`config.mk`:
```
export PLATFORM = sky130hd
export DESIGN_NAME = sram_async_ctl
export DESIGN_NICKNAME = d
export VERILOG_FILES = /design/src/rtl/sram_ctl_pkg.sv /design/src/rtl/sram_ctl_fsm.sv /design/src/rtl/sram_ctl_dp.sv /design/src/rtl/sram_async_ctl.sv
export SDC_FILE = /design/constraint.sdc
export NUM_CORES = 1
export LEC_CHECK = 0
export BUFFER_PORTS_ARGS = -buffer_cell sky130_fd_sc_hd__buf_4
export CORE_MARGIN = 1
export CORE_UTILIZATION = 41
export DETAILED_ROUTE_END_ITERATION = 16
export GPL_ROUTABILITY_DRIVEN = 0
export PLACE_DENSITY = 0.75
export SETUP_SLACK_MARGIN = 0.1
export SYNTH_ARGS = -nofsm -noshare
export SYNTH_HDL_FRONTEND = slang
export SYNTH_SLANG_ARGS = --single-unit
```
`constraint.sdc`:
```
create_clock -name clk -period 1.45 [get_ports clk]
set_clock_uncertainty 0.15 [all_clocks]
set_input_delay 0.29 -clock clk [delete_from_list [all_inputs] [get_ports clk]]
set_output_delay 0.29 -clock clk [all_outputs]
set_load 0.01 [all_outputs]
```
`src/rtl/sram_ctl_pkg.sv`:
```
package sram_ctl_pkg;

  typedef enum logic [2:0] {
    ST_IDLE,
    ST_WSETUP,
    ST_WPULSE,
    ST_WEND,
    ST_READ
  } ctlState_e;

  // strobes from the sequencer to the datapath
  typedef struct packed {
    logic load;     // take host request into address/data registers
    logic capture;  // sample memory data into the response register
    logic ceN;
    logic weN;
    logic oeN;
    logic drive;    // enable data drivers
  } ctlStrobe_t;

  function automatic int nsToCycles(input int ns, input int clkNs);
    int c;
    c = (ns + clkNs - 1) / clkNs;
    return (c < 1) ? 1 : c;
  endfunction

  function automatic int maxOf(input int a, input int b);
    return (a > b) ? a : b;
  endfunction

endpackage

```
`src/rtl/sram_ctl_fsm.sv`:
```
module sram_ctl_fsm
  import sram_ctl_pkg::*;
#(
  parameter int CLK_NS   = 5,
  parameter int T_WP_NS  = 7,
  parameter int T_DW_NS  = 5,
  parameter int T_AW_NS  = 8,
  parameter int T_WC_NS  = 10,
  parameter int T_AA_NS  = 10,
  parameter int T_OE_NS  = 5,
  parameter int T_OHZ_NS = 4
) (
  input  logic       clk,
  input  logic       rstN,
  input  logic       reqValid,
  input  logic       reqWrite,
  output logic       reqReady,
  output ctlStrobe_t stb
);

  localparam int CYC_SETUP = nsToCycles(T_OHZ_NS, CLK_NS);
  localparam int CYC_PULSE_MIN = maxOf(nsToCycles(T_WP_NS, CLK_NS),
                                       maxOf(nsToCycles(T_DW_NS, CLK_NS),
                                             nsToCycles(T_AW_NS, CLK_NS)));
  localparam int CYC_PULSE = maxOf(CYC_PULSE_MIN,
                                   nsToCycles(T_WC_NS, CLK_NS) - CYC_SETUP - 1);
  localparam int CYC_READ  = maxOf(nsToCycles(T_AA_NS, CLK_NS),
                                   nsToCycles(T_OE_NS, CLK_NS));
  localparam int MAX_CYC   = maxOf(CYC_SETUP, maxOf(CYC_PULSE, CYC_READ));
  localparam int CNT_W     = $clog2(MAX_CYC + 1);

  ctlState_e stateQ, stateD;
  logic [CNT_W-1:0] cntQ, cntD;
  logic cntDone;

  assign cntDone = (cntQ == '0);

  always_comb begin
    stateD = stateQ;
    cntD   = cntDone ? '0 : cntQ - 1'b1;
    unique case (stateQ)
      ST_IDLE: begin
        cntD = '0;
        if (reqValid) begin
          stateD = reqWrite ? ST_WSETUP : ST_READ;
          cntD   = reqWrite ? CNT_W'(CYC_SETUP - 1) : CNT_W'(CYC_READ - 1);
        end
      end
      ST_WSETUP: if (cntDone) begin
        stateD = ST_WPULSE;
        cntD   = CNT_W'(CYC_PULSE - 1);
      end
      ST_WPULSE: if (cntDone) stateD = ST_WEND;
      ST_WEND:   stateD = ST_IDLE;
      ST_READ:   if (cntDone) stateD = ST_IDLE;
      default:   stateD = ST_IDLE;
    endcase
  end

  always_ff @(posedge clk) begin
    if (!rstN) begin
      stateQ <= ST_IDLE;
      cntQ   <= '0;
    end else begin
      stateQ <= stateD;
      cntQ   <= cntD;
    end
  end

  assign reqReady    = (stateQ == ST_IDLE);
  assign stb.load    = reqReady && reqValid;
  assign stb.capture = (stateQ == ST_READ) && cntDone;
  assign stb.ceN     = (stateQ == ST_IDLE);
  assign stb.weN     = (stateQ != ST_WPULSE);
  assign stb.oeN     = (stateQ != ST_READ);
  assign stb.drive   = (stateQ == ST_WPULSE) || (stateQ == ST_WEND);

  p_we_within_ce_r3: assert property (@(posedge clk) disable iff (!rstN)
    !stb.weN |-> !stb.ceN);

  p_one_in_flight_r8: assert property (@(posedge clk) disable iff (!rstN)
    (reqValid && reqReady) |=> !reqReady);

  p_data_before_end_r5: assert property (@(posedge clk) disable iff (!rstN)
    $rose(stb.weN) |-> ($past(stb.drive) && !stb.ceN));

  p_turnaround_r6: assert property (@(posedge clk) disable iff (!rstN)
    !stb.oeN |=> !stb.drive);

endmodule

```
`src/rtl/sram_ctl_dp.sv`:
```
module sram_ctl_dp
  import sram_ctl_pkg::*;
#(
  parameter int ADDR_W = 17,
  parameter int DATA_W = 8
) (
  input  logic              clk,
  input  logic              rstN,
  input  ctlStrobe_t        stb,
  input  logic [ADDR_W-1:0] reqAddr,
  input  logic [DATA_W-1:0] reqWdata,
  output logic              rspValid,
  output logic [DATA_W-1:0] rspData,
  output logic              memCeN,
  output logic              memWeN,
  output logic              memOeN,
  output logic [ADDR_W-1:0] memAddr,
  output logic [DATA_W-1:0] memDataOut,
  output logic              memDataOe,
  input  logic [DATA_W-1:0] memDataIn
);

  logic [ADDR_W-1:0] addrQ;
  logic [DATA_W-1:0] wdataQ;
  logic [DATA_W-1:0] rdataQ;
  logic              validQ;

  always_ff @(posedge clk) begin
    if (!rstN) begin
      addrQ  <= '0;
      wdataQ <= '0;
      rdataQ <= '0;
      validQ <= 1'b0;
    end else begin
      if (stb.load) begin
        addrQ  <= reqAddr;
        wdataQ <= reqWdata;
      end
      if (stb.capture) rdataQ <= memDataIn;
      validQ <= stb.capture;
    end
  end

  assign memAddr    = addrQ;
  assign memDataOut = wdataQ;
  assign memDataOe  = stb.drive;
  assign memCeN     = stb.ceN;
  assign memWeN     = stb.weN;
  assign memOeN     = stb.oeN;
  assign rspData    = rdataQ;
  assign rspValid   = validQ;

  p_addr_hold_r4: assert property (@(posedge clk) disable iff (!rstN)
    (!memWeN && !$past(memWeN)) |-> $stable(memAddr));

  p_drive_oe_off_r6: assert property (@(posedge clk) disable iff (!rstN)
    memDataOe |-> memOeN);

  p_rsp_pulse_r7: assert property (@(posedge clk) disable iff (!rstN)
    rspValid |=> !rspValid);

endmodule

```
`src/rtl/sram_async_ctl.sv`:
```
module sram_async_ctl
  import sram_ctl_pkg::*;
#(
  parameter int ADDR_W   = 17,
  parameter int DATA_W   = 8,
  parameter int CLK_NS   = 5,
  parameter int T_WP_NS  = 7,
  parameter int T_DW_NS  = 5,
  parameter int T_AW_NS  = 8,
  parameter int T_WC_NS  = 10,
  parameter int T_AA_NS  = 10,
  parameter int T_OE_NS  = 5,
  parameter int T_OHZ_NS = 4
) (
  input  logic              clk,
  input  logic              rstN,
  input  logic              reqValid,
  output logic              reqReady,
  input  logic              reqWrite,
  input  logic [ADDR_W-1:0] reqAddr,
  input  logic [DATA_W-1:0] reqWdata,
  output logic              rspValid,
  output logic [DATA_W-1:0] rspData,
  output logic              memCeN,
  output logic              memWeN,
  output logic              memOeN,
  output logic [ADDR_W-1:0] memAddr,
  output logic [DATA_W-1:0] memDataOut,
  output logic              memDataOe,
  input  logic [DATA_W-1:0] memDataIn
);

  ctlStrobe_t stb;

  sram_ctl_fsm #(
    .CLK_NS(CLK_NS), .T_WP_NS(T_WP_NS), .T_DW_NS(T_DW_NS), .T_AW_NS(T_AW_NS),
    .T_WC_NS(T_WC_NS), .T_AA_NS(T_AA_NS), .T_OE_NS(T_OE_NS), .T_OHZ_NS(T_OHZ_NS)
  ) i_fsm (
    .clk(clk), .rstN(rstN), .reqValid(reqValid), .reqWrite(reqWrite),
    .reqReady(reqReady), .stb(stb)
  );

  sram_ctl_dp #(.ADDR_W(ADDR_W), .DATA_W(DATA_W)) i_dp (
    .clk(clk), .rstN(rstN), .stb(stb), .reqAddr(reqAddr), .reqWdata(reqWdata),
    .rspValid(rspValid), .rspData(rspData), .memCeN(memCeN), .memWeN(memWeN),
    .memOeN(memOeN), .memAddr(memAddr), .memDataOut(memDataOut),
    .memDataOe(memDataOe), .memDataIn(memDataIn)
  );

  p_idle_quiet_r1: assert property (@(posedge clk) disable iff (!rstN)
    reqReady |-> (memCeN && memWeN && memOeN && !memDataOe));

endmodule

```
== Word-level counts from Yosys, hierarchy flattened ==
Index checks and enable logic that the tools add are counted.

* Word-level logic and storage cells: 34
* Flip-flop bits (word level): 39

* Reduce and logical (&&, ||, !) cells: 6
* $add $sub $neg: 1
* Equal/unequal tests: 10
* Multiplexer cells: 11

{| class="wikitable"
|+ Operators by type and width
! operator !! count
|-
| $mux 3 || 5
|-
| $pmux 3 s4 || 1
|-
| $eq 3x2->1 const B || 2
|-
| $mux 2 || 3
|-
| $ne 2x1->1 const B || 3
|-
| $pmux 2 s2 || 1
|-
| $reduce_and 4->1 || 1
|-
| $eq 3x1->1 const B || 1
|-
| $eq 3x3->1 const B || 1
|-
| $logic_not 3->1 || 1
|-
| $ne 3x2->1 const B || 1
|-
| $ne 3x3->1 const B || 1
|-
| $logic_and 1x1->1 || 2
|-
| $logic_not 2->1 || 1
|-
| $ne 2x2->1 const B || 1
|-
| $sub 2x1->2 const B || 1
|-
| $logic_or 1x1->1 || 1
|-
| $mux 1 || 1
|}

== Longest topological paths before layout ==
* Depth in word-level cells: 4
* Mapped depth: 6
* Depth with buffers taken out: 3

== By module ==
From an unflattened synthesis, not the netlist that was laid out.

* Cells, all modules: 145
* Area total of the unflattened synthesis: 1587.8 µm²

{| class="wikitable"
|+ Modules (own cells, without submodules)
! module !! cells each !! seq. area each (µm²) !! instances !! area an instance (µm²)
|-
| sram_ctl_dp || 112 || 680.7 || 1 || 1323.8
|-
| sram_ctl_fsm || 33 || 100.1 || 1 || 264.0
|}

== Worst setup path after synthesis ==
OpenSTA, ideal clock, no wires.

* Path type: register -> register
* From: register i_fsm.stateQ[0]
* To: register i_dp.addrQ[8], in the netlist i_dp.memAddr[8]
* Buffers on the path: 3
* Cell stages (with the launch flop): 7
* Data arrival time: 1.323 ns
* Required time: 1.184 ns
* Slack: -0.139 ns
* Path through: dfxtp_1 buf_6 or4b_4 buf_6 buf_2 nand2_1 a21boi_1

* Cells in the longest elaborated chain, start to end: 2

{| class="wikitable"
|+ RTL lines
! item !! line !! source
|-
| start: declaration || sram_ctl_fsm.sv:32 || <nowiki>ctlState_e stateQ, stateD;</nowiki>
|-
| start signal: assignment || sram_ctl_fsm.sv:65 || <nowiki>stateQ <= stateD;</nowiki>
|-
| $logic_not 3->1 || sram_ctl_fsm.sv:70 || <nowiki>assign reqReady = (stateQ == ST_IDLE);</nowiki>
|-
| $logic_and 1x1->1 || sram_ctl_fsm.sv:71 || <nowiki>assign stb.load = reqReady && reqValid;</nowiki>
|-
| end signal: assignment || sram_ctl_dp.sv:36 || <nowiki>addrQ <= reqAddr;</nowiki>
|-
| end: declaration || sram_ctl_dp.sv:23 || <nowiki>logic [ADDR_W-1:0] addrQ;</nowiki>
|}

No other way between the ends.
A chain may end at the register's enable or synchronous reset.

== Worst setup path in the final report ==
* From: register i_fsm.stateQ[1]
* To: register i_dp.addrQ[14], in the netlist i_dp.memAddr[14]

Same word-level chain as after synthesis.

==> reports/results.ini <==
[pwr]
power_uw = 2780
p_per_area_nw_per_um2 = 1110
peakVddDrop_mv = 0.665
leakagePower_uw = 0.00112

[layout]
area_delta_synth_final_pct = 57.8
fin_util_pct = 67.8
instances_no_fill = 316
num_antenna_cells = 0
drive_gt1_share_pct = 43.3
fin_nets = 304

[yosys]
yosys_warnings = 0
synth_edf_count = 0
synth_most_common_cell = nand2_1
syn_area_um2 = 1590
ys_types = 26
syn_inst = 182
async_reset_ff_share_pct = 0
syn_nets = 219
yosys.area.top_type = dfxtp_1
ys_ff_latch = 39
yosysSeqAreaShare_pct = 49.3
synth.top_cells.by_area = dfxtp_1 49%, nand2_1 17%, a21boi_0 7.1%
ys.flop_type = dfxtp_1
postSynthAreaPerCell_um2 = 8.71
synth_top_cells_by_count = 70 x nand2_1, 39 x dfxtp_1, 15 x a21boi_0
netlist.area_leader.share_pct = 49.3

[floorplan]
io_pins = 76
rows = 22
start_util_pct = 43.0
die_y_um = 64.2
core_area_um2 = 3690
dieArea_um2 = 4120
fp.dieW_um = 64.2

[critical_path]
cp_slowest_cell = dfxtp_2
worst_ep_arrival_time_ns = 1.64
crit_path_cell_trace = buf_6 -> buf_4 -> nor4b_4 -> buf_6 -> clkbuf_16 -> nand2_1 -> a21boi_1
crit_required_ns = 1.51
r2r_slack_ns = -0.13
critPathKind = flop to flop
critical_path.most_common_cell = buf_6
slowest_delay_ns = 0.33
crit_path_start_kind = flop
critPathMaxFanout = 6
endpoint_kind = flop

[global_route]
gr-usage-all-layers_pct = 18.3
grt_pass1_vias = 1375
grt_start_max_net_pins = 29
overflow = 0
grt_antenna_before_repair = 0
grt_pass1_wl_um = 5800

[sta]
worst_pin_slew_ns = 0.289
fin_tns_setup_ns = -2.03
drv_slew = 0
setup_slack_ns = -0.133
setup_viol = 31
period_minus_slack_ns = 1.58
rsz0062_at_grt = true
finalHoldViolCount = 0
fmax_mhz = 632
fin_crit_sh_pct = 109
maxSlewHeadroom_pct = 80.7

[route]
wl_met1_um = 1680
via_per_inst = 4.66
drt_iter0_markers = 139
drc = 0
avgRoutedWirePerCell_um = 11.9
antenna_left = 0
dr_wl_met3_um = 310
wl_met2_um = 1750
vias = 1472
maxUsedRoutingLayer = met4
firstDrtPassIters = 4
drt-total-wl_um = 3770

[worst_hold_path]
hold_class = input pin to flop

[place]
dp_hpwl_um = 2370
io_buffer_count = 75
placed_cells = 299

[status]
violations = setup timing
status = finished with violations

[job]
maxCapViolations = 0

[clock_tree]
numCtsBuffers = 5
cts.htree.levels = 2
cts-root-buf = clkbuf_8
clk_pin_slew_worst_paths_ns = 0.07
tritoncts = done
ctsHoldBuffers = 0
cts_max_path_buffers = 2
clk_latency_ns = 0.28
cts.sinks = 39

-- critical path: cells and delay by family, from the launching register on --
family / cells / cell delay, ns
flip-flops: 1 / 0.33
AND/OR/NAND/NOR: 2 / 0.29
buffers and inverters: 4 / 0.61
AO/OA/AOI/OAI: 1 / 0.14
-- metrics by stage --
step	hold slack, ns	worst slack [ns]	instance area (µm²)
global placement	0.291	-0.0110	2210
finish	0.103	-0.133	2500
global route	0.0893	-0.190	2500
CTS	0.0963	-0.102	2410
detailed placement	0.296	-0.0171	2210
floorplan	0.275	-0.105	1590
-- final timing paths --
check | start | endpoint | cells past startpoint
hold / removal | reqAddr[6] | i_dp.memAddr[6]$_SDFFE_PN0P_ | 3
setup / recovery | i_fsm.stateQ[1]$_SDFFE_PN0P_ | i_dp.memAddr[14]$_SDFFE_PN0P_ | 7
setup reg to reg | i_fsm.stateQ[1]$_SDFFE_PN0P_ | i_dp.memAddr[14]$_SDFFE_PN0P_ | 7
hold reg to reg | i_dp.memAddr[16]$_SDFFE_PN0P_ | i_dp.memAddr[16]$_SDFFE_PN0P_ | 2
-- placed cells by master, fill, tap and decap left out --
cell type / synthesis / final
nor2_1: 4 / 2
dfxtp_1: 39 / 37
a21oi_1: 3 / 2
nand2b_1: 3 / 3
mux2_2: 1 / 1
o21ai_0: 2 / 2
nor4b_4: 1 / 1
a21oi_2: 0 / 1
dfxtp_2: 0 / 2
a21boi_2: 0 / 1
a21boi_1: 10 / 24
nand3_1: 1 / 1
buf_6: 3 / 9
clkbuf_8: 0 / 7
clkbuf_16: 0 / 2
nor2b_4: 0 / 1
or3b_4: 0 / 1
buf_12: 0 / 2
nor2_4: 1 / 3
buf_4: 3 / 80
nand2_1: 70 / 69
and3_4: 0 / 1
clkbuf_1: 5 / 1
a211oi_2: 0 / 1
mux2i_1: 8 / 8
nand2_2: 0 / 1
or4b_4: 1 / 1
nor3_4: 0 / 1
nand3b_1: 1 / 1
and2_1: 1 / 1
o21a_1: 1 / 1
-- metal layers --
layer,GRT usage (%),vias to the layer above
met5,0,-
met4,5.83,0
met3,7.14,5
met2,31.1,54
met1,20.9,657
li1,-,756
-- area by class of cell --
type,count,area [µm²]
fill,310,1190
timing repair buffer,93,792
sequential,39,783
multi-input combinational,128,766
clock buffer,8,100
tap,48,60.1
-- what timing repair did --
action / 4_1_cts / 5_1_grt
setup buffers: 5 / 1
resized for setup: 17 / 7
endpoints found under the setup margin: 40 / 41
gates cloned: 0 / 3
endpoints found under the hold margin: 0 / 0
pin swaps: 7 / 2
-- where the power goes --
group / internal, µW / switching, µW / total [µW] / leakage (µW)
Sequential: 1160 / 49.3 / 1210 / 0.000320
Clock: 434 / 349 / 783 / 0.0000515
Combinational: 446 / 345 / 791 / 0.000754
Total: 2040 / 744 / 2780 / 0.00112
-- cells by family (layout without fill, tap and decap cells) --
| group | Yosys count | in the layout | synth area share (%) |
|---|---|---|---|
| and+or+nand+nor | 87 | 87 | 24.6 |
| DFF | 39 | 39 | 49.3 |
| AOI/OAI and AO/OA | 32 | 32 | 14.4 |
| buffers and inverters | 15 | 101 | 6.00 |
| muxes | 9 | 9 | 5.76 |
-- flip-flops by register name, summed over array words and instances (netlist names) --
signal           count
i_dp.memAddr        17
i_dp.rspValid        1
i_dp.memDataOut      8
i_fsm.stateQ         3
i_dp.rspData         8
i_fsm.cntQ           2
Power figures use the tool's default switching activity.
